--- src/rtl/rxq_pkg.sv ---
package rxq_pkg;
  localparam int STAT_W         = 8;
  localparam int STAT_FULL_BIT  = 5;
  localparam int STAT_EMPTY_BIT = 6;

  typedef struct packed {
    logic full;
    logic empty;
  } rxq_flags_t;
endpackage

--- src/rtl/rxq_store.sv ---
module rxq_store #(
  parameter int DATA_W = 8,
  parameter int DEPTH  = 16,
  parameter int PTR_W  = $clog2(DEPTH)
) (
  input  logic              clk,
  input  logic              we,
  input  logic [PTR_W-1:0]  waddr,
  input  logic [DATA_W-1:0] wdata,
  input  logic [PTR_W-1:0]  raddr,
  output logic [DATA_W-1:0] rdata
);
  logic [DATA_W-1:0] mem_q [DEPTH];

  always_ff @(posedge clk) begin
    if (we) begin
      mem_q[waddr] <= wdata;
    end
  end

  assign rdata = mem_q[raddr];
endmodule

--- src/rtl/rxq_ctrl.sv ---
module rxq_ctrl #(
  parameter int DEPTH = 16,
  parameter int PTR_W = $clog2(DEPTH),
  parameter int CNT_W = $clog2(DEPTH + 1)
) (
  input  logic             clk,
  input  logic             rst_n,
  input  logic             flush,
  input  logic             push_req,
  input  logic             pop_req,
  output logic             push_ok,
  output logic             pop_ok,
  output logic [PTR_W-1:0] wr_ptr,
  output logic [PTR_W-1:0] rd_ptr,
  output logic [CNT_W-1:0] count
);
  localparam logic [PTR_W-1:0] LAST_IDX = PTR_W'(DEPTH - 1);
  localparam logic [CNT_W-1:0] FULL_CNT = CNT_W'(DEPTH);

  logic [PTR_W-1:0] wr_ptr_q, wr_ptr_d;
  logic [PTR_W-1:0] rd_ptr_q, rd_ptr_d;
  logic [CNT_W-1:0] cnt_q, cnt_d;
  logic             is_empty, is_full;

  assign is_empty = (cnt_q == '0);
  assign is_full  = (cnt_q == FULL_CNT);

  // A pop needs data. A push needs room, or a pop freeing a slot in the same cycle.
  assign pop_ok  = pop_req && !is_empty && !flush;
  assign push_ok = push_req && (!is_full || pop_ok) && !flush;

  always_comb begin
    wr_ptr_d = wr_ptr_q;
    rd_ptr_d = rd_ptr_q;
    cnt_d    = cnt_q;
    if (flush) begin
      wr_ptr_d = '0;
      rd_ptr_d = '0;
      cnt_d    = '0;
    end else begin
      if (push_ok) begin
        wr_ptr_d = (wr_ptr_q == LAST_IDX) ? '0 : wr_ptr_q + 1'b1;
      end
      if (pop_ok) begin
        rd_ptr_d = (rd_ptr_q == LAST_IDX) ? '0 : rd_ptr_q + 1'b1;
      end
      case ({push_ok, pop_ok})
        2'b10:   cnt_d = cnt_q + 1'b1;
        2'b01:   cnt_d = cnt_q - 1'b1;
        default: cnt_d = cnt_q;
      endcase
    end
  end

  always_ff @(posedge clk or negedge rst_n) begin
    if (!rst_n) begin
      wr_ptr_q <= '0;
      rd_ptr_q <= '0;
      cnt_q    <= '0;
    end else begin
      wr_ptr_q <= wr_ptr_d;
      rd_ptr_q <= rd_ptr_d;
      cnt_q    <= cnt_d;
    end
  end

  assign wr_ptr = wr_ptr_q;
  assign rd_ptr = rd_ptr_q;
  assign count  = cnt_q;
endmodule

--- src/rtl/rxq_wm.sv ---
module rxq_wm #(
  parameter int DEPTH = 16,
  parameter int PTR_W = $clog2(DEPTH),
  parameter int CNT_W = $clog2(DEPTH + 1)
) (
  input  logic             clk,
  input  logic             rst_n,
  input  logic             wm_we,
  input  logic [PTR_W-1:0] wm_wdata,
  input  logic [CNT_W-1:0] count,
  output logic [PTR_W-1:0] wm_level,
  output logic             irq
);
  logic [PTR_W-1:0] wm_q, wm_d;
  logic             irq_q, irq_d;
  logic [CNT_W-1:0] target;

  // The watermark is zero-based: a value of k waits for k+1 stored bytes.
  assign target = CNT_W'(wm_q) + CNT_W'(1);

  always_comb begin
    wm_d  = wm_we ? wm_wdata : wm_q;
    irq_d = (count == target);
  end

  always_ff @(posedge clk or negedge rst_n) begin
    if (!rst_n) begin
      wm_q  <= '0;
      irq_q <= 1'b0;
    end else begin
      wm_q  <= wm_d;
      irq_q <= irq_d;
    end
  end

  assign wm_level = wm_q;
  assign irq      = irq_q;
endmodule

--- src/rtl/rxq_watermark_fifo.sv ---
module rxq_watermark_fifo #(
  parameter int DATA_W = 8,
  parameter int DEPTH  = 16,
  parameter int PTR_W  = $clog2(DEPTH)
) (
  input  logic                      clk,
  input  logic                      rst_n,
  input  logic                      flush,
  input  logic                      wr_en,
  input  logic [DATA_W-1:0]         wr_data,
  input  logic                      rd_en,
  output logic [DATA_W-1:0]         rd_data,
  input  logic                      wm_we,
  input  logic [PTR_W-1:0]          wm_wdata,
  output logic [PTR_W-1:0]          wm_level,
  output logic [PTR_W-1:0]          occ_code,
  output logic [rxq_pkg::STAT_W-1:0] status,
  output logic                      irq
);
  import rxq_pkg::*;

  localparam int CNT_W = $clog2(DEPTH + 1);

  logic             push_ok, pop_ok;
  logic [PTR_W-1:0] wr_ptr, rd_ptr;
  logic [CNT_W-1:0] count, count_m1;
  logic [DATA_W-1:0] head_byte;
  logic [DATA_W-1:0] rd_q, rd_d;
  rxq_flags_t        flags;

  rxq_ctrl #(.DEPTH(DEPTH), .PTR_W(PTR_W), .CNT_W(CNT_W)) i_ctrl (
    .clk(clk), .rst_n(rst_n), .flush(flush),
    .push_req(wr_en), .pop_req(rd_en),
    .push_ok(push_ok), .pop_ok(pop_ok),
    .wr_ptr(wr_ptr), .rd_ptr(rd_ptr), .count(count)
  );

  rxq_store #(.DATA_W(DATA_W), .DEPTH(DEPTH), .PTR_W(PTR_W)) i_store (
    .clk(clk), .we(push_ok), .waddr(wr_ptr), .wdata(wr_data),
    .raddr(rd_ptr), .rdata(head_byte)
  );

  rxq_wm #(.DEPTH(DEPTH), .PTR_W(PTR_W), .CNT_W(CNT_W)) i_wm (
    .clk(clk), .rst_n(rst_n), .wm_we(wm_we), .wm_wdata(wm_wdata),
    .count(count), .wm_level(wm_level), .irq(irq)
  );

  // Output byte register: loads on an accepted pop and holds otherwise.
  always_comb begin
    rd_d = pop_ok ? head_byte : rd_q;
  end

  always_ff @(posedge clk or negedge rst_n) begin
    if (!rst_n) begin
      rd_q <= '0;
    end else begin
      rd_q <= rd_d;
    end
  end

  assign rd_data = rd_q;

  // Zero-based occupancy; an empty queue also reads 0 and is told apart by its flag.
  assign count_m1 = count - CNT_W'(1);
  assign occ_code = (count == '0) ? '0 : count_m1[PTR_W-1:0];

  always_comb begin
    flags.full  = (count == CNT_W'(DEPTH));
    flags.empty = (count == '0);
    status                 = '0;
    status[STAT_FULL_BIT]  = flags.full;
    status[STAT_EMPTY_BIT] = flags.empty;
  end
endmodule

--- config.mk ---
export PLATFORM = sky130hd
export DESIGN_NAME = rxq_watermark_fifo
export DESIGN_NICKNAME = d
export VERILOG_FILES = /design/src/rtl/rxq_pkg.sv /design/src/rtl/rxq_store.sv /design/src/rtl/rxq_ctrl.sv /design/src/rtl/rxq_wm.sv /design/src/rtl/rxq_watermark_fifo.sv
export SDC_FILE = /design/constraint.sdc
export NUM_CORES = 1
export LEC_CHECK = 0
export BUFFER_PORTS_ARGS = -buffer_cell sky130_fd_sc_hd__buf_2
export CAP_MARGIN = 20
export CORE_MARGIN = 1
export CORE_UTILIZATION = 45
export DETAILED_ROUTE_END_ITERATION = 8
export MAX_ROUTING_LAYER = met4
export SETUP_SLACK_MARGIN = 0.4
export SYNTH_ARGS = -nofsm -noshare
export SYNTH_HDL_FRONTEND = slang
export SYNTH_HIERARCHICAL = 1
export SYNTH_SLANG_ARGS = --single-unit
export TNS_END_PERCENT = 1
--- constraint.sdc ---
create_clock -name clk -period 4.2 [get_ports clk]
set_input_delay 0.63 -clock clk [delete_from_list [all_inputs] [get_ports clk]]
set_output_delay 0.63 -clock clk [all_outputs]
set_load 0.02 [all_outputs]
==> results.md, run 1 <==
* Status: completed
* Resize count post-CTS at 0
* Fmax at 331 MHz
* Number of I/O pins at 43
* Ys flop type: edfxtp_1
* Max incr delay on CP at 0.59 ns
* Seq cells post-synth at 154
* Synthesized area at 6700 um^2
* Clock share of power at 36.0%
* CP Data Arrival Time at 3.35 ns
* Die height at 124 um
* Synth warn at 6
* Port Buffer Count at 36
* DR iter-0 viols at 231
* Leakage at 2.68 nW
* Mapped Cells at 378
* Post-synthesis sequential area ratio at 67.1%
* Pre-antenna DRT Iters at 5
* Pin count of the biggest net entering global routing at 37
* Number of synthesized flops with an enable pin at 128
* Clock sinks at 154
* # diodes at 0
* Vias in the first global route at 3,418
* Die area at 15,400 um^2
* Tmin final at 3.02 ns
* Pwr dens at 590 nW/um^2
* VDD IR max at 0.272 mV
* GRT Util Overall at 18.6%
* ANT nets after route at 0
* Worst Hold Slack at 0.222 ns
* Initial Utilization at 46.1%
* Core ar. at 14,500 um^2
* Slew Limit Fails at 0
* Design Area, Final at 7630 um^2
* Die Wd at 124 um
* Final period util at 71.9%
* Setup Fix Bufs, Post-CTS at 0
* Slew headroom at 31.7%
* Switching Share at 27.4%
* Nets@finish at 449
* WS Path Type: flip-flop to flip-flop
* Worst Path Required at 4.53 ns
* Combinational power share at 21.5%
* Worst Setup End Kind: flip-flop
* Sw Pwr at 1.23 mW
* Crit-path cells: or4_1, o21ai_4, nor3_1, inv_1, fa_1, nand2b_1, a2111o_1, o22a_1, a31oi_1
* Bufs on Longest Clock Path at 2
* CP max-delay cell: dfrtp_1
* H-tree depth at 4
* Post-synthesis cell type count at 52
* Synth-to-layout area growth at 14.0%
* Layout Cells excl Fill at 618
* Via count at 3,454
* Worst-case reg-to-reg path depth at 9
* Num CTS Buffers at 17
* CP Max Fanout at 12
* DRC Markers at 0
* Syn Area/Cell at 17.7 um^2
* Layout cells sized above 1 at 25.8%
* DP Wirelength at 8070 um
* WL final at 12,800 um
* GRT overflow at 0
* Root Driver: clkbuf_16
* Post-layout util at 52.5%
* # setup viols final at 0
* CTS tree: built
* Gpl congestion at 0.786
* Dpl cells at 586
* Clk Latency, worst-skew pair at 0.41 ns
* Internal Power at 3.27 mW
* Cell Rows at 44
* Crit start category: flip-flop
* Initial antenna violation count at 0
* Wire per inst at 20.7 um
* Final Hold Vio Count at 0
* Unrepaired setup endpoints after global routing: no
* First-pass GRT wire length at 19,300 um
* Sequential power share at 42.5%
* DP Area at 6990 um^2
* Hold WC Path Type: input pin to async pin
* FFs w/ async S/R, synth at 16.9%
* Max_cap viols at 0
* Hold-fix buffers, CTS at 0
* Setup_tns at 0 ns
* Least-Margin Pin Slew at 1.02 ns
* Layout Skew at 0.00498 ns
* Via density at 5.59
* Clock transition at path regs at 0.06 ns
-- registers in the layout, summed over array words and instances (netlist names) --
register	cells
i_ctrl/count	5
i_store/mem_q	128
i_ctrl/rd_ptr	4
rd_data	8
i_wm/wm_level	4
i_wm/irq	1
i_ctrl/wr_ptr	4
-- path summary, 6_finish.rpt --
kind                                             startpoint                      endpoint  slack, ns
worst max-delay path            i_ctrl/count[2]$_DFFE_PN0P_   i_ctrl/count[4]$_DFFE_PN0P_       1.18
worst min-delay path                                  rst_n            i_wm/irq$_DFF_PN0_       0.22
worst max register to register  i_ctrl/count[2]$_DFFE_PN0P_   i_ctrl/count[4]$_DFFE_PN0P_       1.18
worst min register to register       rd_data[6]$_DFFE_PN0P_        rd_data[6]$_DFFE_PN0P_       0.50
max in group asynchronous                             rst_n  i_ctrl/rd_ptr[0]$_DFFE_PN0P_       3.54
min in group clk                                wm_wdata[1]  i_wm/wm_level[1]$_DFFE_PN0P_       0.44
-- cells by family after synthesis --
kind of cell	Yosys count	synth area share [%]
other	1	0.0560
adder cells (fa/ha/maj)	9	1.79
AND/OR/NAND/NOR	78	6.32
XOR/XNOR	9	1.18
AO/OA/AOI/OAI	44	5.12
flip-flops	154	67.1
multiplexers	51	15.3
buffers and inverters	32	3.12
-- area by class of cell --
cell class	count	area [um^2]
Clock buffer	17	425
Tap cell	184	230
Sequential cell	154	4500
Fill cell	1167	6900
Multi-Input combinational cell	197	2010
Inverter	10	37.5
Timing Repair Buffer	42	225
Clock inverter	14	204
-- per-stage QoR --
| step | total power [mW] | setup slack (ns) |
|---|---|---|
| floorplan | 2.69 | 1.50 |
| global placement | 2.91 | 1.30 |
| detailed placement | 2.93 | 1.20 |
| CTS | 4.55 | 1.18 |
| global route | 4.71 | 0.942 |
| finish | 4.50 | 1.18 |
-- synth_stat cells, types with 6 or more instances --
library cell,n,area share [%]
mux4_1,14,5.5
nand2b_1,6,0.56
edfxtp_1,128,57
nand2_1,12,0.67
a22oi_1,17,1.9
mux4_2,18,6.1
ha_1,8,1.5
nor3_1,6,0.45
dfrtp_1,26,9.7
mux2_4,11,2.5
a21oi_1,8,0.60
buf_4,7,0.78
inv_1,10,0.56
nor2_1,27,1.5
-- power groups by stage --
stage	sequential, mW	clock, mW	combinational, mW
3_5_place_dp	1.95	0	0.973
6_report	1.92	1.62	0.968
4_1_cts	1.92	1.65	0.975
3_3_place_gp	1.95	0	0.965
2_1_floorplan	1.91	0	0.782
5_1_grt	1.94	1.71	1.06
-- cell usage in the layout (no fill, tap or decap), types with 4 or more instances in the layout --
cell / netlist / layout
a21oi_1: 8 / 8
nor3_1: 6 / 6
clkbuf_16: 0 / 17
mux2_1: 4 / 4
edfxtp_1: 128 / 128
clkinv_2: 0 / 4
xor2_1: 5 / 5
mux2_4: 11 / 11
conb_1: 1 / 6
nand3_1: 4 / 4
mux4_1: 14 / 14
buf_4: 7 / 5
inv_1: 10 / 10
nand2b_1: 6 / 6
bufinv_16: 0 / 5
xnor2_1: 4 / 4
dfrtp_1: 26 / 24
nand2_1: 12 / 12
o211ai_1: 5 / 5
nor2_1: 27 / 27
buf_2: 5 / 36
mux2i_1: 4 / 4
a22oi_1: 17 / 17
mux4_2: 18 / 18
ha_1: 8 / 8
-- routing by layer --
metal,vias up,wire [um],track usage [%]
met5,-,0,-
met4,0,120,5.80
met3,8,550,4.81
met2,94,6050,27.8
met1,1767,6040,25.2
li1,1585,-,-
-- critical path: cells and delay by family (launching register included) --
family	cells	cell delay, ns
DFF	1	0.59
AOI/OAI and AO/OA	4	0.84
adders and majority gates	1	0.39
and+or+nand+nor	3	1.03
buffers and inverters	1	0.11
Power figures use the tool's default switching activity.
==> run 2: changes to the inputs <==
==> constraint.sdc (replaced) <==
create_clock -name clk -period 2.45 [get_ports clk]
set_input_delay 0.3675 -clock clk [delete_from_list [all_inputs] [get_ports clk]]
set_output_delay 0.3675 -clock clk [all_outputs]
set_load 0.02 [all_outputs]
==> run 2 against run 1 <==
Net effect: utilization rose by 2.9 points; clock power rose by 90%; register-to-register slack got worse by 1.1 ns; clock-buffer cell count did not move; critical path type unchanged; critical path depth fell by 1; die area did not move; largest cell class unchanged; worst setup slack got worse by 1.1 ns; design area rose by 5.5%; critical endpoint unchanged; sequential power rose by 60%.
==> results.md, run 2 (synthesis results as in run 1) <==
* Status: completed
* Max reg flops at 128 (unchanged)
* Pin count of the biggest net entering global routing at 27 (-27%)
* DR iter-0 viols at 303 (+31%)
* ANT nets after route at 0 (unchanged)
* Worst Setup End Kind: flip-flop
* Port Buffer Count at 36 (unchanged)
* Die height at 124 um (unchanged)
* Least-Margin Pin Slew at 0.745 ns (-0.275 ns)
* Dpl ws at 0.0268 ns (-1.17 ns)
* Vias in the first global route at 3,597 (+5.2%)
* Tot Pwr at 8.38 mW (+86%)
* Tmin final at 2.38 ns (-0.636 ns)
* Initial Utilization at 46.1% (unchanged)
* First-pass GRT wire length at 20,200 um (+4.7%)
* H-tree depth at 4 (unchanged)
* # diodes at 0 (unchanged)
* Nets@finish at 469 (+4.5%)
* Fmax at 420 MHz (+27%)
* Synth-to-layout area growth at 20.2%
* Worst-case reg-to-reg path depth at 8 (-1)
* Max_cap viols at 0 (unchanged)
* Wire per inst at 20.3 um (-1.7%)
* Via count at 3,560 (+3.1%)
* Root Driver: clkbuf_16
* WL final at 13,000 um (+1.6%)
* Gpl congestion at 0.757 (-3.8%)
* Top reg by flops: i_store/mem_q
* CP max-delay cell: or4_4
* Most common cell after layout, fill and taps aside: edfxtp_1
* Pwr dens at 1040 nW/um^2 (+76%)
* Clock sinks at 154 (unchanged)
* Clk Latency, worst-skew pair at 0.41 ns (about the same)
* Crit-path cells: or4_4, o21ai_4, nor3_4, ha_1, nand2b_1, a2111o_1, o22a_1, a31oi_1
* VDD IR max at 0.646 mV (+140%)
* Die Wd at 124 um (unchanged)
* Crit start category: flip-flop
* GRT Util Overall at 19.0% (+0.35 points)
* WS Path Type: flip-flop to flip-flop
* CP Max Fanout at 4 (-8)
* Hold WC Path Type: input pin to flip-flop
* Final Hold Vio Count at 0 (unchanged)
* Unrepaired setup endpoints after global routing: yes
* Setup_tns at 0 ns (unchanged)
* Worst Path Required at 2.78 ns (-1.75 ns)
* Leakage at 2.83 nW (+5.6%)
* GRT overflow at 0 (unchanged)
* DP Wirelength at 8470 um (+4.9%)
* DP Area at 7150 um^2 (+2.3%)
* Setup Fix Bufs, Post-CTS at 0 (unchanged)
* Most frequent cells in the layout: edfxtp_1, buf_2, dfrtp_1, buf_4, mux4_2
* CP Data Arrival Time at 2.71 ns (-0.64 ns)
* Cell Rows at 44 (unchanged)
* CTS tree: built
* Slew headroom at 50.2% (+19 points)
* Num CTS Buffers at 17 (unchanged)
* Reg-to-Reg Start: i_ctrl/count[1]$_DFFE_PN0P_
* FF-to-FF End: i_ctrl/count[4]$_DFFE_PN0P_
* Max incr delay on CP at 0.57 ns (-0.02 ns)
* Bufs on Longest Clock Path at 2 (unchanged)
* Final period util at 97.3% (+25 points)
* Clock transition at path regs at 0.06 ns (about the same)
* Post-route worst setup slack at 0.0663 ns (-1.11 ns)
* Layout Skew at 0.0112 ns (+0.00620 ns)
* Layout Cells excl Fill at 639 (+3.4%)
* Design Area, Final at 8050 um^2 (+5.5%)
* Number of I/O pins at 43 (unchanged)
* R2R setup slack at 0.07 ns (-1.11 ns)
* Initial antenna violation count at 0 (unchanged)
* Critical Path Start: i_ctrl/count[1]$_DFFE_PN0P_
* Via density at 5.57 (-0.32%)
* Worst Setup EP: i_ctrl/count[4]$_DFFE_PN0P_
* DRC Markers at 0 (unchanged)
* Pre-antenna DRT Iters at 4 (-1)
* # setup viols final at 0 (unchanged)
* Slew Limit Fails at 0 (unchanged)
* Layout cells sized above 1 at 34.1% (+8.3 points)
* Dpl cells at 605 (+3.2%)
* Die area at 15,400 um^2 (unchanged)
* Core ar. at 14,500 um^2 (unchanged)
[run 2: cell count changes in the layout (fill, tap and decap cells not counted), sizes merged]
cell,before,now
clkinvlp,0,1
bufinv,5,8
clkbuf,18,17
buf,41,61
dlygate4sd3,0,1
clkinv,9,6
[run 2: worst min-delay path by stage]
stage	start	to	cells past startpoint
floorplan	rst_n	i_ctrl/count[0]$_DFFE_PN0P_	0
CTS	wm_wdata[2]	i_wm/wm_level[2]$_DFFE_PN0P_	2
global route	wm_wdata[2]	i_wm/wm_level[2]$_DFFE_PN0P_	2
detailed placement	rst_n	i_wm/irq$_DFF_PN0_	1
finish	wm_wdata[2]	i_wm/wm_level[2]$_DFFE_PN0P_	2
global placement	rst_n	i_ctrl/count[3]$_DFFE_PN0P_	1
[run 2: per-layer routing]
metal / track usage [%] / wire length [um] / up-vias
met5: - / 0 / -
met1: 25.6 / 5970 / 1839
li1: - / - / 1630
met3: 4.72 / 637 / 8
met2: 28.6 / 6270 / 83
met4: 5.43 / 95 / 0
[run 2: stage by stage]
stage	utilization [%]	hold slack [ns]
CTS	54.1	0.158
global placement	49.2	0.423
floorplan	-	0.0719
global route	55.4	0.175
detailed placement	49.2	0.427
finish	55.4	0.179
[run 2: where the power goes]
| part | internal (mW) | switching (mW) | total [mW] |
|---|---|---|---|
| combinational | 1.07 | 1.15 | 2.22 |
| sequential | 2.99 | 0.0927 | 3.08 |
| clock | 2.10 | 0.983 | 3.08 |
| total | 6.16 | 2.22 | 8.38 |
[run 2: repair_timing]
action / in CTS / in global routing
pin swaps: 1 / 9
hold endpoints to repair: 26 / 0
hold buffers: 1 / 0
resized for setup: 1 / 45
endpoints found under the setup margin: 145 / 145
[run 2: cell type report]
type / count / area [um^2]
clock buffers: 17 / 425
clock inverters: 15 / 277
fillers: 1140 / 6480
inverters: 10 / 40.0
multi-input cells: 197 / 2150
flip-flops and latches: 154 / 4500
well taps: 184 / 230
repair buffers: 62 / 425
[run 2: critical path, delay by kind of cell, from the launching register on]
family / cells / cell delay, ns
AO/OA/AOI/OAI: 4 / 0.88
AND/OR/NAND/NOR: 3 / 0.72
flip-flops: 1 / 0.40
adder cells (fa/ha/maj): 1 / 0.30
